<file path="src/rtl/dmach_pkg.sv">
package dmach_pkg;
  localparam int DATA_W        = 32;
  localparam int ENA_LSB       = 0;
  localparam int STS_LSB       = 16;
  localparam int CLR_LSB       = 24;
  localparam int CFG_EN_BIT    = 0;
  localparam int CFG_WAIT_BIT  = 24;
  localparam int REQ_BIT       = 0;
  localparam int PAUSE_REQ_BIT = 0;
  localparam int PAUSE_STS_BIT = 2;
  // word indices (byte offset / 4)
  localparam int IDX_INT   = 0;
  localparam int IDX_CFG   = 1;
  localparam int IDX_REQ   = 2;
  localparam int IDX_PAUSE = 3;
endpackage

</file>
<file path="src/rtl/dmach_int_status.sv">
module dmach_int_status #(
  parameter int EVT_N = 5
) (
  input  logic             clk,
  input  logic             rst,
  input  logic [EVT_N-1:0] evt,
  input  logic             en_wr,
  input  logic [EVT_N-1:0] en_wdata,
  input  logic [EVT_N-1:0] clr,
  output logic [EVT_N-1:0] en_q,
  output logic [EVT_N-1:0] sts_q,
  output logic             irq
);
  logic [EVT_N-1:0] sts_next;
  logic [EVT_N-1:0] en_next;

  genvar i;
  generate
    for (i = 0; i < EVT_N; i++) begin : g_bit
      // event has priority over clear
      assign sts_next[i] = evt[i] ? 1'b1 : (clr[i] ? 1'b0 : sts_q[i]);
      always_ff @(posedge clk) begin
        if (rst) sts_q[i] <= 1'b0;
        else     sts_q[i] <= sts_next[i];
      end
    end
  endgenerate

  assign en_next = en_wr ? en_wdata : en_q;

  always_ff @(posedge clk) begin
    if (rst) begin
      en_q <= '0;
      irq  <= 1'b0;
    end else begin
      en_q <= en_next;
      irq  <= |(sts_next & en_next);
    end
  end

  assert_evt_sets_R3: assert property (@(posedge clk) disable iff (rst)
    (evt != '0) |=> ((sts_q & $past(evt)) == $past(evt)));
  assert_evt_wins_R5: assert property (@(posedge clk) disable iff (rst)
    ((evt & clr) != '0) |=> ((sts_q & $past(evt & clr)) == $past(evt & clr)));
  assert_clr_R4: assert property (@(posedge clk) disable iff (rst)
    ((clr & ~evt) != '0) |=> ((sts_q & $past(clr & ~evt)) == '0));
  assert_irq_mask_R7: assert property (@(posedge clk) disable iff (rst)
    irq == (|(sts_q & en_q)));
endmodule

</file>
<file path="src/rtl/dmach_ctl_regs.sv">
module dmach_ctl_regs (
  input  logic clk,
  input  logic rst,
  input  logic cfg_wr,
  input  logic cfg_en_d,
  input  logic cfg_wait_d,
  input  logic req_set,
  input  logic pause_wr,
  input  logic pause_d,
  input  logic engine_paused,
  output logic chan_en,
  output logic wait_opt,
  output logic sw_req,
  output logic pause_req,
  output logic paused
);
  always_ff @(posedge clk) begin
    if (rst) begin
      chan_en   <= 1'b0;
      wait_opt  <= 1'b0;
      sw_req    <= 1'b0;
      pause_req <= 1'b0;
      paused    <= 1'b0;
    end else begin
      if (cfg_wr) begin
        chan_en  <= cfg_en_d;
        wait_opt <= cfg_wait_d;
      end
      sw_req <= req_set;
      if (pause_wr) pause_req <= pause_d;
      paused <= engine_paused;
    end
  end

  assert_req_pulse_R9: assert property (@(posedge clk) disable iff (rst)
    sw_req |=> !sw_req || $past(req_set));
  assert_req_src_R9: assert property (@(posedge clk) disable iff (rst)
    req_set |=> sw_req);
  assert_pause_hold_R10: assert property (@(posedge clk) disable iff (rst)
    !pause_wr |=> $stable(pause_req));
endmodule

</file>
<file path="src/rtl/dmach_regs.sv">
module dmach_regs #(
  parameter int EVT_N  = 5,
  parameter int ADDR_W = 5
) (
  input  logic              clk,
  input  logic              rst,
  input  logic              bus_sel,
  input  logic              bus_wr,
  input  logic [ADDR_W-1:0] bus_addr,
  input  logic [31:0]       bus_wdata,
  output logic [31:0]       bus_rdata,
  input  logic [EVT_N-1:0]  evt_in,
  input  logic              engine_paused,
  output logic              chan_en,
  output logic              wait_bdone_skip,
  output logic              sw_req,
  output logic              pause_req,
  output logic              irq
);
  import dmach_pkg::*;

  localparam int IDX_W = ADDR_W - 2;

  logic [IDX_W-1:0] idx;
  logic             wr_en, rd_en;
  logic             int_wr, cfg_wr, req_wr, pause_wr;
  logic [EVT_N-1:0] en_q, sts_q, clr;
  logic             paused;
  logic [31:0]      rd_word;

  assign idx      = bus_addr[ADDR_W-1:2];
  assign wr_en    = bus_sel && bus_wr;
  assign rd_en    = bus_sel && !bus_wr;
  assign int_wr   = wr_en && (int'(idx) == IDX_INT);
  assign cfg_wr   = wr_en && (int'(idx) == IDX_CFG);
  assign req_wr   = wr_en && (int'(idx) == IDX_REQ);
  assign pause_wr = wr_en && (int'(idx) == IDX_PAUSE);
  assign clr      = int_wr ? bus_wdata[CLR_LSB +: EVT_N] : '0;

  dmach_int_status #(.EVT_N(EVT_N)) u_sts (
    .clk      (clk),
    .rst      (rst),
    .evt      (evt_in),
    .en_wr    (int_wr),
    .en_wdata (bus_wdata[ENA_LSB +: EVT_N]),
    .clr      (clr),
    .en_q     (en_q),
    .sts_q    (sts_q),
    .irq      (irq)
  );

  dmach_ctl_regs u_ctl (
    .clk           (clk),
    .rst           (rst),
    .cfg_wr        (cfg_wr),
    .cfg_en_d      (bus_wdata[CFG_EN_BIT]),
    .cfg_wait_d    (bus_wdata[CFG_WAIT_BIT]),
    .req_set       (req_wr && bus_wdata[REQ_BIT]),
    .pause_wr      (pause_wr),
    .pause_d       (bus_wdata[PAUSE_REQ_BIT]),
    .engine_paused (engine_paused),
    .chan_en       (chan_en),
    .wait_opt      (wait_bdone_skip),
    .sw_req        (sw_req),
    .pause_req     (pause_req),
    .paused        (paused)
  );

  always_comb begin
    rd_word = '0;
    case (int'(idx))
      IDX_INT: begin
        rd_word[ENA_LSB +: EVT_N] = en_q;
        rd_word[STS_LSB +: EVT_N] = sts_q;
      end
      IDX_CFG: begin
        rd_word[CFG_EN_BIT]   = chan_en;
        rd_word[CFG_WAIT_BIT] = wait_bdone_skip;
      end
      IDX_PAUSE: begin
        rd_word[PAUSE_REQ_BIT] = pause_req;
        rd_word[PAUSE_STS_BIT] = paused;
      end
      default: rd_word = '0;
    endcase
  end

  always_ff @(posedge clk) begin
    if (rst)        bus_rdata <= '0;
    else if (rd_en) bus_rdata <= rd_word;
  end

  assert_unmapped_R11: assert property (@(posedge clk) disable iff (rst)
    (rd_en && int'(idx) > IDX_PAUSE) |=> (bus_rdata == '0));
  assert_rdata_hold_R11: assert property (@(posedge clk) disable iff (rst)
    !rd_en |=> $stable(bus_rdata));
  assert_clr_zero_R6: assert property (@(posedge clk) disable iff (rst)
    (rd_en && int'(idx) == IDX_INT) |=> (bus_rdata[CLR_LSB +: EVT_N] == '0));
endmodule

</file>
<file path="config.mk">
export PLATFORM = sky130hd
export DESIGN_NAME = dmach_regs
export DESIGN_NICKNAME = d
export VERILOG_FILES = /design/src/rtl/dmach_pkg.sv /design/src/rtl/dmach_int_status.sv /design/src/rtl/dmach_ctl_regs.sv /design/src/rtl/dmach_regs.sv
export SDC_FILE = /design/constraint.sdc
export NUM_CORES = 1
export LEC_CHECK = 0
export BUFFER_PORTS_ARGS = -buffer_cell sky130_fd_sc_hd__buf_2
export CORE_MARGIN = 8
export CORE_UTILIZATION = 42
export CTS_BUF_LIST = sky130_fd_sc_hd__clkbuf_8
export DETAILED_ROUTE_END_ITERATION = 10
export PLACE_DENSITY = 0.84
export SLEW_MARGIN = 5
export SYNTH_ARGS = -nofsm -noshare
export SYNTH_HDL_FRONTEND = slang
export SYNTH_SLANG_ARGS = --single-unit
export TNS_END_PERCENT = 20
</file>
<file path="constraint.sdc">
create_clock -name clk -period 1.6 [get_ports clk]
set_clock_uncertainty 0.1 [all_clocks]
set_input_delay 0.24 -clock clk [delete_from_list [all_inputs] [get_ports clk]]
set_output_delay 0.24 -clock clk [all_outputs]
set_load 0.01 [all_outputs]
</file>
==> results_tabular.tex <==
\begin{tabular}{lr}
\hline
Metric & Value \\
\hline
\multicolumn{2}{l}{\textbf{Die}} \\
Placeable Area & 0.00278 sq mm \\
IO Pins & 84 \\
Floorplan die width & 70.2 um \\
Die outline area & 0.00493 sq mm \\
Vertical die dimension & 70.2 um \\
Number of rows created at floorplan & 19 \\
Effective utilization at floorplan & 0.444 \\
\multicolumn{2}{l}{\textbf{STA}} \\
Fin. max-slew vios & 0 \\
Final setup viols & 0 \\
Minimum clock period & 1.34 ns \\
Final Cycle Share & 0.834 \\
Setup Total Neg Slack & 0 ns \\
Final Hold Violating Endpoints & 0 \\
Setup repair after global routing missed its margin & no \\
Maximum achievable frequency & 749 MHz \\
\multicolumn{2}{l}{\textbf{Setup path}} \\
Launching element type of the critical path & input pin \\
Worst r2r src & u\_sts.en\_q[1]\$\_SDFF\_PP0\_ \\
Category of the worst setup path capture point & flop \\
Type of the setup path with the least slack & input pin to flop \\
Maximum fanout encountered on the critical timing path & 9 \\
Sequence of cells on the critical path & buf\_2, and3b\_1, buf\_12, nand2\_4, mux2i\_1, o22ai\_1, o31a\_1 \\
Slowest cell on the critical path & sky130\_fd\_sc\_hd\_\_o31a\_1 \\
Endpoint of the worst setup timing path & u\_sts.irq\$\_SDFF\_PP0\_ \\
Slowest Stage Delay on Critical Path & 0.27 ns \\
R2r endpoint & u\_sts.irq\$\_SDFF\_PP0\_ \\
Register-to-Register Path Depth & 3 \\
Flop2flop setup slack & 0.51 ns \\
Data required time of the critical path & 1.67 ns \\
Worst endpoint data arrival time & 1.41 ns \\
Worst setup path startpoint & bus\_wr \\
\multicolumn{2}{l}{\textbf{Routing}} \\
Via count & 1,016 \\
DRT Pass-1 Iters & 4 \\
DRC violations left & 0 \\
Post-route ant nets & 0 \\
Detailed Route Iter0 Violations & 40 \\
Wire per inst & 13.2 um \\
M1 wire length & 1200 um \\
Detailed-route vias per instance & 4.88 \\
Top layer used by detailed routing & met4 \\
Final Routed Wirelength & 2750 um \\
Met3 layer wire length in the routed design & 201 um \\
Total met2 wirelength after detailed routing & 1310 um \\
\multicolumn{2}{l}{\textbf{Global route}} \\
Maximum number of pins on one net before global-route repair & 21 \\
Total Routing Usage GR & 0.113 \\
Global-route wire length before repair & 4750 um \\
Remaining global-route overflow & 0 \\
Antenna violations before repair & 0 \\
Number of global-route vias before repair & 1,030 \\
\multicolumn{2}{l}{\textbf{Logic synthesis}} \\
Leading register cell type out of synthesis & sky130\_fd\_sc\_hd\_\_dfxtp\_1 \\
Leading cell types by total area after synthesis & sky130\_fd\_sc\_hd\_\_dfxtp\_1 44\%, sky130\_fd\_sc\_hd\_\_buf\_4 13\%, sky130\_fd\_sc\_hd\_\_nor2\_1 8.5\% \\
Syn Inst Count & 132 \\
Count of cell types in the netlist & 26 \\
Share of the yosys chip area belonging to registers & 0.438 \\
Post-synthesis instance area & 0.00123 sq mm \\
Library cell occupying the most area in the post-synthesis netlist & sky130\_fd\_sc\_hd\_\_dfxtp\_1 \\
Share of synthesized flip-flops with an asynchronous set or reset & 0 \\
Number of synthesized register bits & 27 \\
Share of the synthesized area in the top cell type & 0.438 \\
Syn Area/Cell & 9.36 sq um \\
Count of flip-flops with a built-in enable after synthesis & 0 \\
Number of warnings printed during yosys synthesis & 0 \\
\multicolumn{2}{l}{\textbf{Power and ir drop}} \\
Switching share of power & 0.252 \\
Total power density per cell area & 834 mW/mm\^{}2 \\
Clk network pwr share & 0.316 \\
Reported net switching power & 0.000309 W \\
Share of total power in sequential cells & 0.565 \\
Logic gate share of total power & 0.119 \\
PnR Total Power & 0.00123 W \\
Leakage power of the design & 0.741 nW \\
Internal & 0.000919 W \\
Maximum VDD drop & 0.598 mV \\
\multicolumn{2}{l}{\textbf{Run}} \\
Maximum Capacitance Violations & 0 \\
\multicolumn{2}{l}{\textbf{Clock tree}} \\
Post-CTS resize count & 0 \\
Post-CTS Setup Inserts & 0 \\
Clock net sink count & 27 \\
Maximum root-to-sink buffer count & 2 \\
CTS Hold Buffers Added & 0 \\
Depth of the CTS H-tree & 1 \\
Number of buffers created by CTS & 3 \\
Clock-pin slew of the registers on the worst-case setup and hold paths & 0.09 ns \\
Clock tree from TritonCTS & built \\
Clock network latency to the later pin of the worst-skew pair & 0.27 ns \\
Root buffer selected by CTS & sky130\_fd\_sc\_hd\_\_clkbuf\_8 \\
\multicolumn{2}{l}{\textbf{Cells and area}} \\
Total Nets Final & 225 \\
Number of diodes added for antenna fixing & 0 \\
Fraction of final layout cells sized beyond drive strength 1 & 0.328 \\
Area delta synth->final & 19.3\% \\
\multicolumn{2}{l}{\textbf{Placement}} \\
Last weighted congestion value of the routability-driven placer & 0.797 \\
Input/output buffers & 38 \\
Detailed placement HPWL & 2250 um \\
\multicolumn{2}{l}{\textbf{Min path}} \\
Hold crit path type & input pin to flop \\
\multicolumn{2}{l}{\textbf{Status}} \\
Status & complete, no violations \\
\hline
\end{tabular}
-- cell usage in the layout (no fill, tap or decap), types with 2 or more instances in the layout --
master | Yosys | layout
sky130_fd_sc_hd__clkbuf_8 | 0 | 3
sky130_fd_sc_hd__a21oi_1 | 7 | 7
sky130_fd_sc_hd__a22oi_1 | 9 | 9
sky130_fd_sc_hd__buf_2 | 0 | 38
sky130_fd_sc_hd__dfxtp_1 | 27 | 27
sky130_fd_sc_hd__mux2i_1 | 9 | 9
sky130_fd_sc_hd__nand3_1 | 7 | 7
sky130_fd_sc_hd__nor2_1 | 28 | 28
sky130_fd_sc_hd__conb_1 | 1 | 21
sky130_fd_sc_hd__o22ai_1 | 2 | 2
sky130_fd_sc_hd__buf_4 | 21 | 9
-- power by group through the flow --
stage                     clock network, W  logic (W)  registers [W]
after floorplan                          0   0.000121       0.000710
after global placement                   0   0.000142       0.000710
after detailed placement                 0   0.000144       0.000710
after CTS                         0.000395   0.000145       0.000694
after global routing              0.000433   0.000161       0.000697
final                             0.000389   0.000146       0.000694
-- cell families after synthesis --
family / synth area share
compound gates: 0.111
simple gates: 0.208
flops: 0.438
other cells: 0.00304
mux: 0.0730
buf+inv: 0.167
-- cell type report --
class                   instances  area, sq um
repair buffers                 48          278
fillers                       278         1310
well taps                      31         38.8
clock buffers                   3         41.3
flip-flops and latches         27          541
inverters                       1         3.75
multi-input cells              97          563
clock inverters                 1         7.51
-- flip-flops by register name, indices dropped and copies added, names as in the netlist --
name	count
u_sts.irq	1
u_ctl.chan_en	1
u_ctl.wait_opt	1
u_ctl.sw_req	1
u_ctl.pause_req	1
bus_rdata	11
u_sts.en_q	5
u_ctl.paused	1
u_sts.sts_q	5
-- metrics by stage --
| stage | util | cell area [sq um] | worst slack [ns] | hold slack [ns] | std cells |
|---|---|---|---|---|---|
| after floorplan | - | 1310 | 0.194 | 0.256 | 152 |
| after global placement | 0.512 | 1420 | -0.0316 | 0.362 | 204 |
| after detailed placement | 0.512 | 1420 | -0.0249 | 0.373 | 204 |
| after CTS | 0.529 | 1470 | 0.262 | 0.0854 | 208 |
| after global routing | 0.529 | 1470 | 0.163 | 0.0799 | 208 |
| final | 0.529 | 1470 | 0.265 | 0.0842 | 208 |
-- per-layer routing --
metal	GRT usage	up-vias
met1	0.135	472
met5	0	-
li1	-	499
met4	0.0402	0
met2	0.182	40
met3	0.0395	5
-- Yosys cell counts, types with 2 or more instances --
cell type                  count
sky130_fd_sc_hd__buf_6         3
sky130_fd_sc_hd__a21oi_1       7
sky130_fd_sc_hd__a22oi_1       9
sky130_fd_sc_hd__dfxtp_1      27
sky130_fd_sc_hd__o22ai_1       2
sky130_fd_sc_hd__clkbuf_1      3
sky130_fd_sc_hd__nor2_1       28
sky130_fd_sc_hd__buf_4        21
sky130_fd_sc_hd__nand3_1       7
sky130_fd_sc_hd__mux2i_1       9
-- critical path: cells and delay by family --
| kind | cells | cell delay, ns |
|---|---|---|
| AOI/OAI and AO/OA | 2 | 0.37 |
| buffers and inverters | 2 | 0.25 |
| and+or+nand+nor | 2 | 0.30 |
| muxes | 1 | 0.25 |
-- worst min path at each step --
| stage | startpoint | to | slack, ns | depth (start not counted) |
|---|---|---|---|---|
| CTS | evt_in[1] | u_sts.sts_q[1]$_SDFF_PP0_ | 0.09 | 3 |
| floorplan | evt_in[4] | u_sts.sts_q[4]$_SDFF_PP0_ | 0.26 | 2 |
| detailed placement | evt_in[1] | u_sts.sts_q[1]$_SDFF_PP0_ | 0.37 | 3 |
| global placement | evt_in[3] | u_sts.sts_q[3]$_SDFF_PP0_ | 0.36 | 3 |
| finish | evt_in[1] | u_sts.sts_q[1]$_SDFF_PP0_ | 0.08 | 3 |
| global route | evt_in[4] | u_sts.sts_q[4]$_SDFF_PP0_ | 0.08 | 3 |
No activity file was read; power rests on OpenSTA's default activity.
